### config.mk
export PLATFORM = sky130hd
export DESIGN_NAME = adc_serial_reader
export DESIGN_NICKNAME = d
export VERILOG_FILES = /design/src/rtl/adc_rd_pkg.sv /design/src/rtl/adc_rd_watchdog.sv /design/src/rtl/adc_rd_capture.sv /design/src/rtl/adc_rd_sequencer.sv /design/src/rtl/adc_serial_reader.sv
export SDC_FILE = /design/constraint.sdc
export NUM_CORES = 1
export LEC_CHECK = 0
export BUFFER_PORTS_ARGS = -buffer_cell sky130_fd_sc_hd__clkbuf_2
export CORE_MARGIN = 4
export CORE_UTILIZATION = 60
export DETAILED_ROUTE_END_ITERATION = 6
export PLACE_DENSITY = 0.78
export SLEW_MARGIN = 15
export SYNTH_ARGS = -nofsm -noshare
export SYNTH_HDL_FRONTEND = slang
export SYNTH_SLANG_ARGS = --single-unit
export TNS_END_PERCENT = 10
### constraint.sdc
create_clock -name clk -period 2.45 [get_ports clk]
set_clock_uncertainty 0.05 [all_clocks]
set_input_delay 0.49 -clock clk [delete_from_list [all_inputs] [get_ports clk]]
set_output_delay 0.49 -clock clk [all_outputs]
set_load 0.02 [all_outputs]
### src/rtl/adc_rd_pkg.sv
`timescale 1ns/1ps
package adc_rd_pkg;

    typedef enum logic [2:0] {
        SQ_IDLE = 3'd0,
        SQ_LOW  = 3'd1,
        SQ_HIGH = 3'd2,
        SQ_GAP  = 3'd3,
        SQ_TAIL = 3'd4
    } seq_state_e;

    localparam logic [1:0] BM_SINGLE = 2'd0;
    localparam logic [1:0] BM_HALVES = 2'd1;
    localparam logic [1:0] BM_BYTES  = 2'd2;

endpackage

### src/rtl/adc_rd_watchdog.sv
`timescale 1ns/1ps
module adc_rd_watchdog #(
    parameter int LIMIT_CYC = 2_000_000
) (
    input  logic clk,
    input  logic rst_n,
    input  logic clear_i,
    input  logic run_i,
    output logic expire_o
);
    localparam int LW = $clog2(LIMIT_CYC + 1);

    logic [LW-1:0] cnt_d, cnt_q;

    assign expire_o = run_i && (cnt_q == LW'(LIMIT_CYC - 1));

    always_comb begin
        cnt_d = cnt_q;
        if (clear_i) begin
            cnt_d = '0;
        end else if (run_i && !expire_o) begin
            cnt_d = cnt_q + LW'(1);
        end
    end

    always_ff @(posedge clk or negedge rst_n) begin
        if (!rst_n) cnt_q <= '0;
        else        cnt_q <= cnt_d;
    end
endmodule

### src/rtl/adc_rd_capture.sv
`timescale 1ns/1ps
module adc_rd_capture #(
    parameter int WORD_W = 16
) (
    input  logic              clk,
    input  logic              rst_n,
    input  logic              clear_i,
    input  logic              take_i,
    input  logic              bit_i,
    output logic [WORD_W-1:0] word_o
);
    localparam int NW = $clog2(WORD_W + 1);

    typedef struct packed {
        logic [WORD_W-1:0] sh;
        logic [NW-1:0]     n;
    } cap_t;

    cap_t cap_d, cap_q;

    always_comb begin
        cap_d = cap_q;
        if (clear_i) begin
            cap_d.sh = '0;
            cap_d.n  = '0;
        end else if (take_i && (cap_q.n < NW'(WORD_W))) begin
            cap_d.sh = {cap_q.sh[WORD_W-2:0], bit_i};
            cap_d.n  = cap_q.n + NW'(1);
        end
    end

    always_ff @(posedge clk or negedge rst_n) begin
        if (!rst_n) cap_q <= '0;
        else        cap_q <= cap_d;
    end

    assign word_o = cap_q.sh;
endmodule

### src/rtl/adc_rd_sequencer.sv
`timescale 1ns/1ps
module adc_rd_sequencer
    import adc_rd_pkg::*;
#(
    parameter int DIV_HALF  = 4,
    parameter int GAP_CYC   = 16,
    parameter int FRAME_CLK = 20,
    parameter int BYTE_W    = 8,
    localparam int BYTE_TOTAL = ((FRAME_CLK + BYTE_W - 1) / BYTE_W) * BYTE_W,
    localparam int CW         = $clog2(BYTE_TOTAL + 1)
) (
    input  logic          clk,
    input  logic          rst_n,
    input  logic          go_i,
    input  logic [1:0]    mode_i,
    input  logic          stop_i,
    output logic          cs_n_o,
    output logic          sclk_o,
    output logic          rise_o,
    output logic          fall_o,
    output logic [CW-1:0] falls_o,
    output logic          tail_o
);
    localparam int HALF_SPLIT = FRAME_CLK / 2;
    localparam int DLY_MAX    = (DIV_HALF > GAP_CYC) ? DIV_HALF : GAP_CYC;
    localparam int TW         = $clog2(DLY_MAX + 1);
    localparam bit HAS_GAP    = (GAP_CYC > 0);

    typedef struct packed {
        seq_state_e    st;
        logic [1:0]    mode;
        logic [TW-1:0] tick;
        logic [CW-1:0] falls;
        logic [CW-1:0] bcnt;
        logic          sclk;
        logic          cs_n;
    } seq_t;

    seq_t          seq_d, seq_q;
    logic [CW-1:0] total, burst, next_falls;
    logic          half_end, gap_end;

    always_comb begin
        seq_d  = seq_q;
        rise_o = 1'b0;
        fall_o = 1'b0;

        total = (seq_q.mode == BM_BYTES) ? CW'(BYTE_TOTAL) : CW'(FRAME_CLK);
        case (seq_q.mode)
            BM_HALVES: burst = CW'(HALF_SPLIT);
            BM_BYTES:  burst = CW'(BYTE_W);
            default:   burst = CW'(FRAME_CLK);
        endcase
        next_falls = seq_q.falls + CW'(1);
        half_end   = (seq_q.tick == TW'(DIV_HALF - 1));
        gap_end    = (seq_q.tick == TW'(GAP_CYC - 1));

        case (seq_q.st)
            SQ_IDLE: begin
                if (go_i) begin
                    seq_d.st    = SQ_LOW;
                    seq_d.mode  = mode_i;
                    seq_d.tick  = '0;
                    seq_d.falls = '0;
                    seq_d.bcnt  = '0;
                    seq_d.cs_n  = 1'b0;
                    seq_d.sclk  = 1'b0;
                end
            end
            SQ_LOW: begin
                if (half_end) begin
                    seq_d.tick = '0;
                    seq_d.sclk = 1'b1;
                    seq_d.st   = SQ_HIGH;
                    rise_o     = 1'b1;
                end else begin
                    seq_d.tick = seq_q.tick + TW'(1);
                end
            end
            SQ_HIGH: begin
                if (half_end) begin
                    seq_d.tick  = '0;
                    seq_d.sclk  = 1'b0;
                    seq_d.falls = next_falls;
                    fall_o      = 1'b1;
                    if (next_falls == total) begin
                        seq_d.st = SQ_TAIL;
                    end else if (seq_q.bcnt + CW'(1) == burst) begin
                        seq_d.bcnt = '0;
                        seq_d.st   = HAS_GAP ? SQ_GAP : SQ_LOW;
                    end else begin
                        seq_d.bcnt = seq_q.bcnt + CW'(1);
                        seq_d.st   = SQ_LOW;
                    end
                end else begin
                    seq_d.tick = seq_q.tick + TW'(1);
                end
            end
            SQ_GAP: begin
                if (gap_end) begin
                    seq_d.tick = '0;
                    seq_d.st   = SQ_LOW;
                end else begin
                    seq_d.tick = seq_q.tick + TW'(1);
                end
            end
            SQ_TAIL: begin
                seq_d = seq_q;
            end
            default: begin
                seq_d.st = SQ_IDLE;
            end
        endcase

        if (stop_i) begin
            seq_d.st   = SQ_IDLE;
            seq_d.cs_n = 1'b1;
            seq_d.sclk = 1'b0;
            seq_d.tick = '0;
            rise_o     = 1'b0;
            fall_o     = 1'b0;
        end
    end

    always_ff @(posedge clk or negedge rst_n) begin
        if (!rst_n) begin
            seq_q      <= '0;
            seq_q.st   <= SQ_IDLE;
            seq_q.cs_n <= 1'b1;
        end else begin
            seq_q <= seq_d;
        end
    end

    assign cs_n_o  = seq_q.cs_n;
    assign sclk_o  = seq_q.sclk;
    assign falls_o = seq_q.falls;
    assign tail_o  = (seq_q.st == SQ_TAIL);
endmodule

### src/rtl/adc_serial_reader.sv
`timescale 1ns/1ps
module adc_serial_reader #(
    parameter int RES_W     = 14,
    parameter int STAT_W    = 2,
    parameter int FRAME_CLK = 20,
    parameter int BYTE_W    = 8,
    parameter int DIV_HALF  = 4,
    parameter int GAP_CYC   = 16,
    parameter int LIMIT_CYC = 2_000_000
) (
    input  logic              clk,
    input  logic              rst_n,
    input  logic              start_i,
    input  logic              edge_sel_i,
    input  logic [1:0]        burst_mode_i,
    output logic              adc_cs_n_o,
    output logic              adc_sclk_o,
    input  logic              adc_dout_i,
    input  logic              adc_eoc_i,
    output logic [RES_W-1:0]  sample_o,
    output logic [STAT_W-1:0] status_o,
    output logic              sample_valid_o,
    output logic              busy_o,
    output logic              error_o
);
    localparam int WORD_W     = RES_W + STAT_W;
    localparam int BYTE_TOTAL = ((FRAME_CLK + BYTE_W - 1) / BYTE_W) * BYTE_W;
    localparam int CW         = $clog2(BYTE_TOTAL + 1);

    typedef struct packed {
        logic              busy;
        logic              err;
        logic              valid;
        logic              edge_sel;
        logic [RES_W-1:0]  sample;
        logic [STAT_W-1:0] status;
    } ctl_t;

    ctl_t              ctl_d, ctl_q;
    logic              go, expire, finish, stop, take;
    logic              rise_ev, fall_ev, tail;
    logic [CW-1:0]     falls;
    logic [WORD_W-1:0] word;

    assign go     = start_i && !ctl_q.busy;
    assign finish = tail && adc_eoc_i && !expire;
    assign stop   = expire || finish;
    assign take   = ctl_q.busy && (falls != '0)
                    && (ctl_q.edge_sel ? fall_ev : rise_ev);

    adc_rd_sequencer #(
        .DIV_HALF (DIV_HALF),
        .GAP_CYC  (GAP_CYC),
        .FRAME_CLK(FRAME_CLK),
        .BYTE_W   (BYTE_W)
    ) u_seq (
        .clk    (clk),
        .rst_n  (rst_n),
        .go_i   (go),
        .mode_i (burst_mode_i),
        .stop_i (stop),
        .cs_n_o (adc_cs_n_o),
        .sclk_o (adc_sclk_o),
        .rise_o (rise_ev),
        .fall_o (fall_ev),
        .falls_o(falls),
        .tail_o (tail)
    );

    adc_rd_capture #(
        .WORD_W(WORD_W)
    ) u_cap (
        .clk    (clk),
        .rst_n  (rst_n),
        .clear_i(go),
        .take_i (take),
        .bit_i  (adc_dout_i),
        .word_o (word)
    );

    adc_rd_watchdog #(
        .LIMIT_CYC(LIMIT_CYC)
    ) u_wd (
        .clk     (clk),
        .rst_n   (rst_n),
        .clear_i (go),
        .run_i   (ctl_q.busy),
        .expire_o(expire)
    );

    always_comb begin
        ctl_d       = ctl_q;
        ctl_d.valid = 1'b0;
        if (go) begin
            ctl_d.busy     = 1'b1;
            ctl_d.err      = 1'b0;
            ctl_d.edge_sel = edge_sel_i;
        end else if (expire) begin
            ctl_d.busy = 1'b0;
            ctl_d.err  = 1'b1;
        end else if (finish) begin
            ctl_d.busy   = 1'b0;
            ctl_d.valid  = 1'b1;
            ctl_d.sample = word[WORD_W-1 -: RES_W];
            ctl_d.status = word[STAT_W-1:0];
        end
    end

    always_ff @(posedge clk or negedge rst_n) begin
        if (!rst_n) ctl_q <= '0;
        else        ctl_q <= ctl_d;
    end

    assign sample_o       = ctl_q.sample;
    assign status_o       = ctl_q.status;
    assign sample_valid_o = ctl_q.valid;
    assign busy_o         = ctl_q.busy;
    assign error_o        = ctl_q.err;
endmodule

==> flow_summary.rst <==
.. list-table::
   :header-rows: 1

   * - Metric
     - Value
   * - Unrepaired setup endpoints after global routing
     - no
   * - Busiest layer in global routing
     - met2
   * - Met1 track demand over resource
     - 0.280
   * - Synth area leaders
     - sky130_fd_sc_hd__dfrtp_1 48%, sky130_fd_sc_hd__nand2_1 7.2%, sky130_fd_sc_hd__o21ai_0 5.3%
   * - Total of max-cap violations
     - 0
   * - Sum of negative setup slack
     - 0 ns
   * - Mapped cell area
     - 4350 µm²
   * - Worst EP required
     - 2.68 ns
   * - Mean instance size in the synthesized netlist
     - 9.62 µm²
   * - Portion of netlist area occupied by mux cells
     - 0.0533
   * - Count of routing violations after the opening detailed-route iteration
     - 168
   * - Residual overflow from global routing
     - 0
   * - Aggregate global-route resource usage
     - 0.209
   * - Core Area
     - 6910 µm²
   * - Clock tree from TritonCTS
     - built
   * - Clock latency on the worst-skew pair
     - 0.36 ns
   * - Die area
     - 8670 µm²
   * - Cts repair resizes
     - 0
   * - Global routing usage on met2
     - 0.326
   * - Main combinational cell family by area after synthesis
     - simple AND/OR/NAND/NOR gates
   * - Leak
     - 2.18 nW
   * - Worst reg-to-reg setup slack
     - 0.13 ns
   * - Number of max-slew violations in the final report
     - 0
   * - Worst-path fanout max
     - 8
   * - Class of the most critical hold timing path
     - input pin to async pin
   * - I/O pins
     - 29
   * - Power density normalized to cell area
     - 822 nW/µm²
   * - Count of hold buffers inserted by post-cts repair
     - 0
   * - Final routed wirelength across all metal layers
     - 8360 µm
   * - Maximum count of clock buffers along a single path
     - 2
   * - Arr. time, crit path
     - 2.54 ns
   * - Wire length of the first global-routing pass
     - 14500 µm
   * - Post-synthesis adder-cell area fraction
     - 0.0288
   * - Number of different library cells in the post-synthesis netlist
     - 62
   * - Critical path capture point type
     - flip-flop
   * - Area occupied by multi-input gates
     - 1980 µm²
   * - Std cell rows
     - 30
   * - Buffers added on ports
     - 28
   * - Number of antenna cells inserted
     - 0
   * - Fraction of the mapped netlist area in compound gates
     - 0.128
   * - Final hold violations
     - 0
   * - Final antenna-violating net count
     - 0
   * - TritonCTS Buffers
     - 9
   * - Vias per cell
     - 5.74
   * - Post-route clock period utilization
     - 0.947
   * - Total of warnings raised by yosys
     - 0
   * - Largest net degree at the start of global routing
     - 46
   * - Fraction of post-synthesis cell area in the top cell type by area
     - 0.478
   * - Cell at the root of the clock tree
     - sky130_fd_sc_hd__clkbuf_8
   * - Number of synthesized register bits
     - 84
   * - Final worst slack
     - 0.131 ns
   * - Async set-reset flop share out of synthesis
     - 1.00
   * - Final #Nets
     - 489
   * - H-tree depth
     - 3
   * - Filler cell count in the final layout
     - 554
   * - Worst-case vdd ir drop
     - 0.000476 V
   * - Detail-routed net length per standard cell
     - 14.6 µm
   * - Die Y-Extent
     - 93.1 µm
   * - Vias
     - 3283
   * - Area taken by flip-flops and latches
     - 2100 µm²
   * - Initial standard-cell utilization of the core
     - 0.629
   * - Leading area contributor after synthesis
     - sky130_fd_sc_hd__dfrtp_1
   * - Pin slew with the least headroom to its limit
     - 0.587 ns
   * - Area added between synthesis and finish
     - 8.58%
   * - CTS sink cnt
     - 84
   * - Status
     - finished clean
   * - Routability-driven placement congestion ratio
     - 0.832
   * - Share of final-layout standard cells stronger than drive strength 1
     - 0.191
   * - Setup Fix Bufs, Post-CTS
     - 0
   * - DRC violations left
     - 0
   * - Part of the Yosys area used for sequential elements
     - 0.484
   * - Number of flops mapped to enable cells by yosys
     - 0
   * - Vias in the first global route
     - 3167
   * - Headroom to the max-slew limit
     - 0.608
   * - Most instantiated cells after synthesis
     - 83 x sky130_fd_sc_hd__dfrtp_1, 83 x sky130_fd_sc_hd__nand2_1, 46 x sky130_fd_sc_hd__o21ai_0
   * - GRT met3 Usage
     - 0.0386
   * - Synthesized net count
     - 470
   * - DRT Pass-1 Iters
     - 5
   * - DPL Wire Length
     - 5710 µm
   * - Floorplan die width
     - 93.1 µm
   * - Clock transition at the registers of the reported paths
     - 0.09 ns
   * - Maximum clock frequency
     - 0.431 GHz
   * - Number of antenna violations at the first check in global routing
     - 0
   * - Minimum clock period
     - 2.32 ns
   * - Number of instances in the synthesized netlist
     - 452
   * - Crit Path Class
     - flip-flop to flip-flop
   * - Category of the worst setup path launch point
     - flip-flop
   * - Leading register cell type out of synthesis
     - sky130_fd_sc_hd__dfrtp_1
   * - Count of final setup violators
     - 0
   * - Setup Slack @ Placement
     - 0.156 ns
   * - Xor/xnor share of the synthesized area
     - 0.0262
   * - Simple-Gate Fraction of Synth Area
     - 0.218
worst max-delay path, stage by stage (launching register included):
cell	delay [ns]
sky130_fd_sc_hd__dfrtp_1	0.40
sky130_fd_sc_hd__ha_1	0.22
sky130_fd_sc_hd__inv_1	0.07
sky130_fd_sc_hd__or4_4	0.48
sky130_fd_sc_hd__o211ai_2	0.18
sky130_fd_sc_hd__a21oi_2	0.12
sky130_fd_sc_hd__or4b_4	0.50
sky130_fd_sc_hd__a211oi_2	0.22
state kept, by name, summed over array words and instances (netlist names):
signal,flops
status_o,2
sample_o,14
error_o,1
busy_o,1
u_cap.word_o,16
u_seq.falls_o,5
u_seq.cs_n_o,1
ctl_q,1
u_cap.cap_q,5
u_wd.cnt_q,21
u_seq.sclk_o,1
u_seq.seq_q,15
sample_valid_o,1
routing by layer:
| metal | part of all wire | vias up |
|---|---|---|
| met3 | 0.051 | 15 |
| met5 | 0 | - |
| met1 | 0.45 | 1567 |
| li1 | - | 1620 |
| met2 | 0.48 | 81 |
| met4 | 0.020 | 0 |
final timing paths:
path | start | end | cells past startpoint
min | rst_n | u_wd.cnt_q[11]$_DFFE_PN0P_ | 1
max in group asynchronous | rst_n | u_seq.seq_q[13]$_DFFE_PN0P_ | 2
max | u_seq.seq_q[12]$_DFFE_PN0P_ | u_seq.seq_q[21]$_DFFE_PN0P_ | 7
min reg2reg | u_cap.cap_q[4]$_DFFE_PN0P_ | u_cap.cap_q[4]$_DFFE_PN0P_ | 2
min in group clk | adc_dout_i | u_cap.word_o[0]$_DFFE_PN0P_ | 3
max reg2reg | u_seq.seq_q[12]$_DFFE_PN0P_ | u_seq.seq_q[21]$_DFFE_PN0P_ | 7
metrics by stage:
step / cells / utilization / instance area (µm²) / power [mW] / hold slack (ns)
5_1_grt: 572 / 0.683 / 4720 / 4.15 / 0.107
4_1_cts: 572 / 0.683 / 4720 / 3.90 / 0.0954
6_report: 572 / 0.683 / 4720 / 3.88 / 0.0716
2_1_floorplan: 452 / - / 4350 / 2.61 / 0.144
3_3_place_gp: 556 / 0.654 / 4520 / 2.83 / 0.428
3_5_place_dp: 556 / 0.654 / 4520 / 2.89 / 0.432
cell usage in the layout (no fill, tap or decap), types with 4 or more instances in the layout:
cell,instances
sky130_fd_sc_hd__o21ai_0,46
sky130_fd_sc_hd__nor4b_1,4
sky130_fd_sc_hd__xnor2_1,5
sky130_fd_sc_hd__buf_4,17
sky130_fd_sc_hd__nor2_1,26
sky130_fd_sc_hd__clkbuf_8,9
sky130_fd_sc_hd__o31ai_1,5
sky130_fd_sc_hd__mux2i_1,4
sky130_fd_sc_hd__clkbuf_2,27
sky130_fd_sc_hd__nand2_1,83
sky130_fd_sc_hd__mux2_2,17
sky130_fd_sc_hd__nand3_1,22
sky130_fd_sc_hd__nand2b_1,4
sky130_fd_sc_hd__ha_1,10
sky130_fd_sc_hd__nor3_1,8
sky130_fd_sc_hd__nand4_1,7
sky130_fd_sc_hd__a21oi_1,8
sky130_fd_sc_hd__dfrtp_1,83
sky130_fd_sc_hd__xor2_1,8
sky130_fd_sc_hd__inv_1,10
sky130_fd_sc_hd__and3_1,5
area by class of cell:
type                    instances  area share
well taps                      96      0.0255
clock inverters                 6      0.0154
inverters                      10     0.00795
multi-input cells             321       0.419
repair buffers                 45      0.0599
flip-flops and latches         84       0.446
clock buffers                  10      0.0270
report_power, final:
part / internal (mW) / switching, mW
registers: 1.65 / 0.289
clock network: 0.481 / 0.529
logic: 0.410 / 0.523
cell families (layout without fill, tap and decap cells):
| kind of cell | count (synthesis) | count (layout) |
|---|---|---|
| compound gates | 89 | 89 |
| fa+ha+maj | 10 | 10 |
| simple gates | 188 | 188 |
| mux | 21 | 21 |
| flops | 84 | 84 |
| xor+xnor | 13 | 13 |
| buf+inv | 47 | 71 |
(Power assumes the default switching activity.)
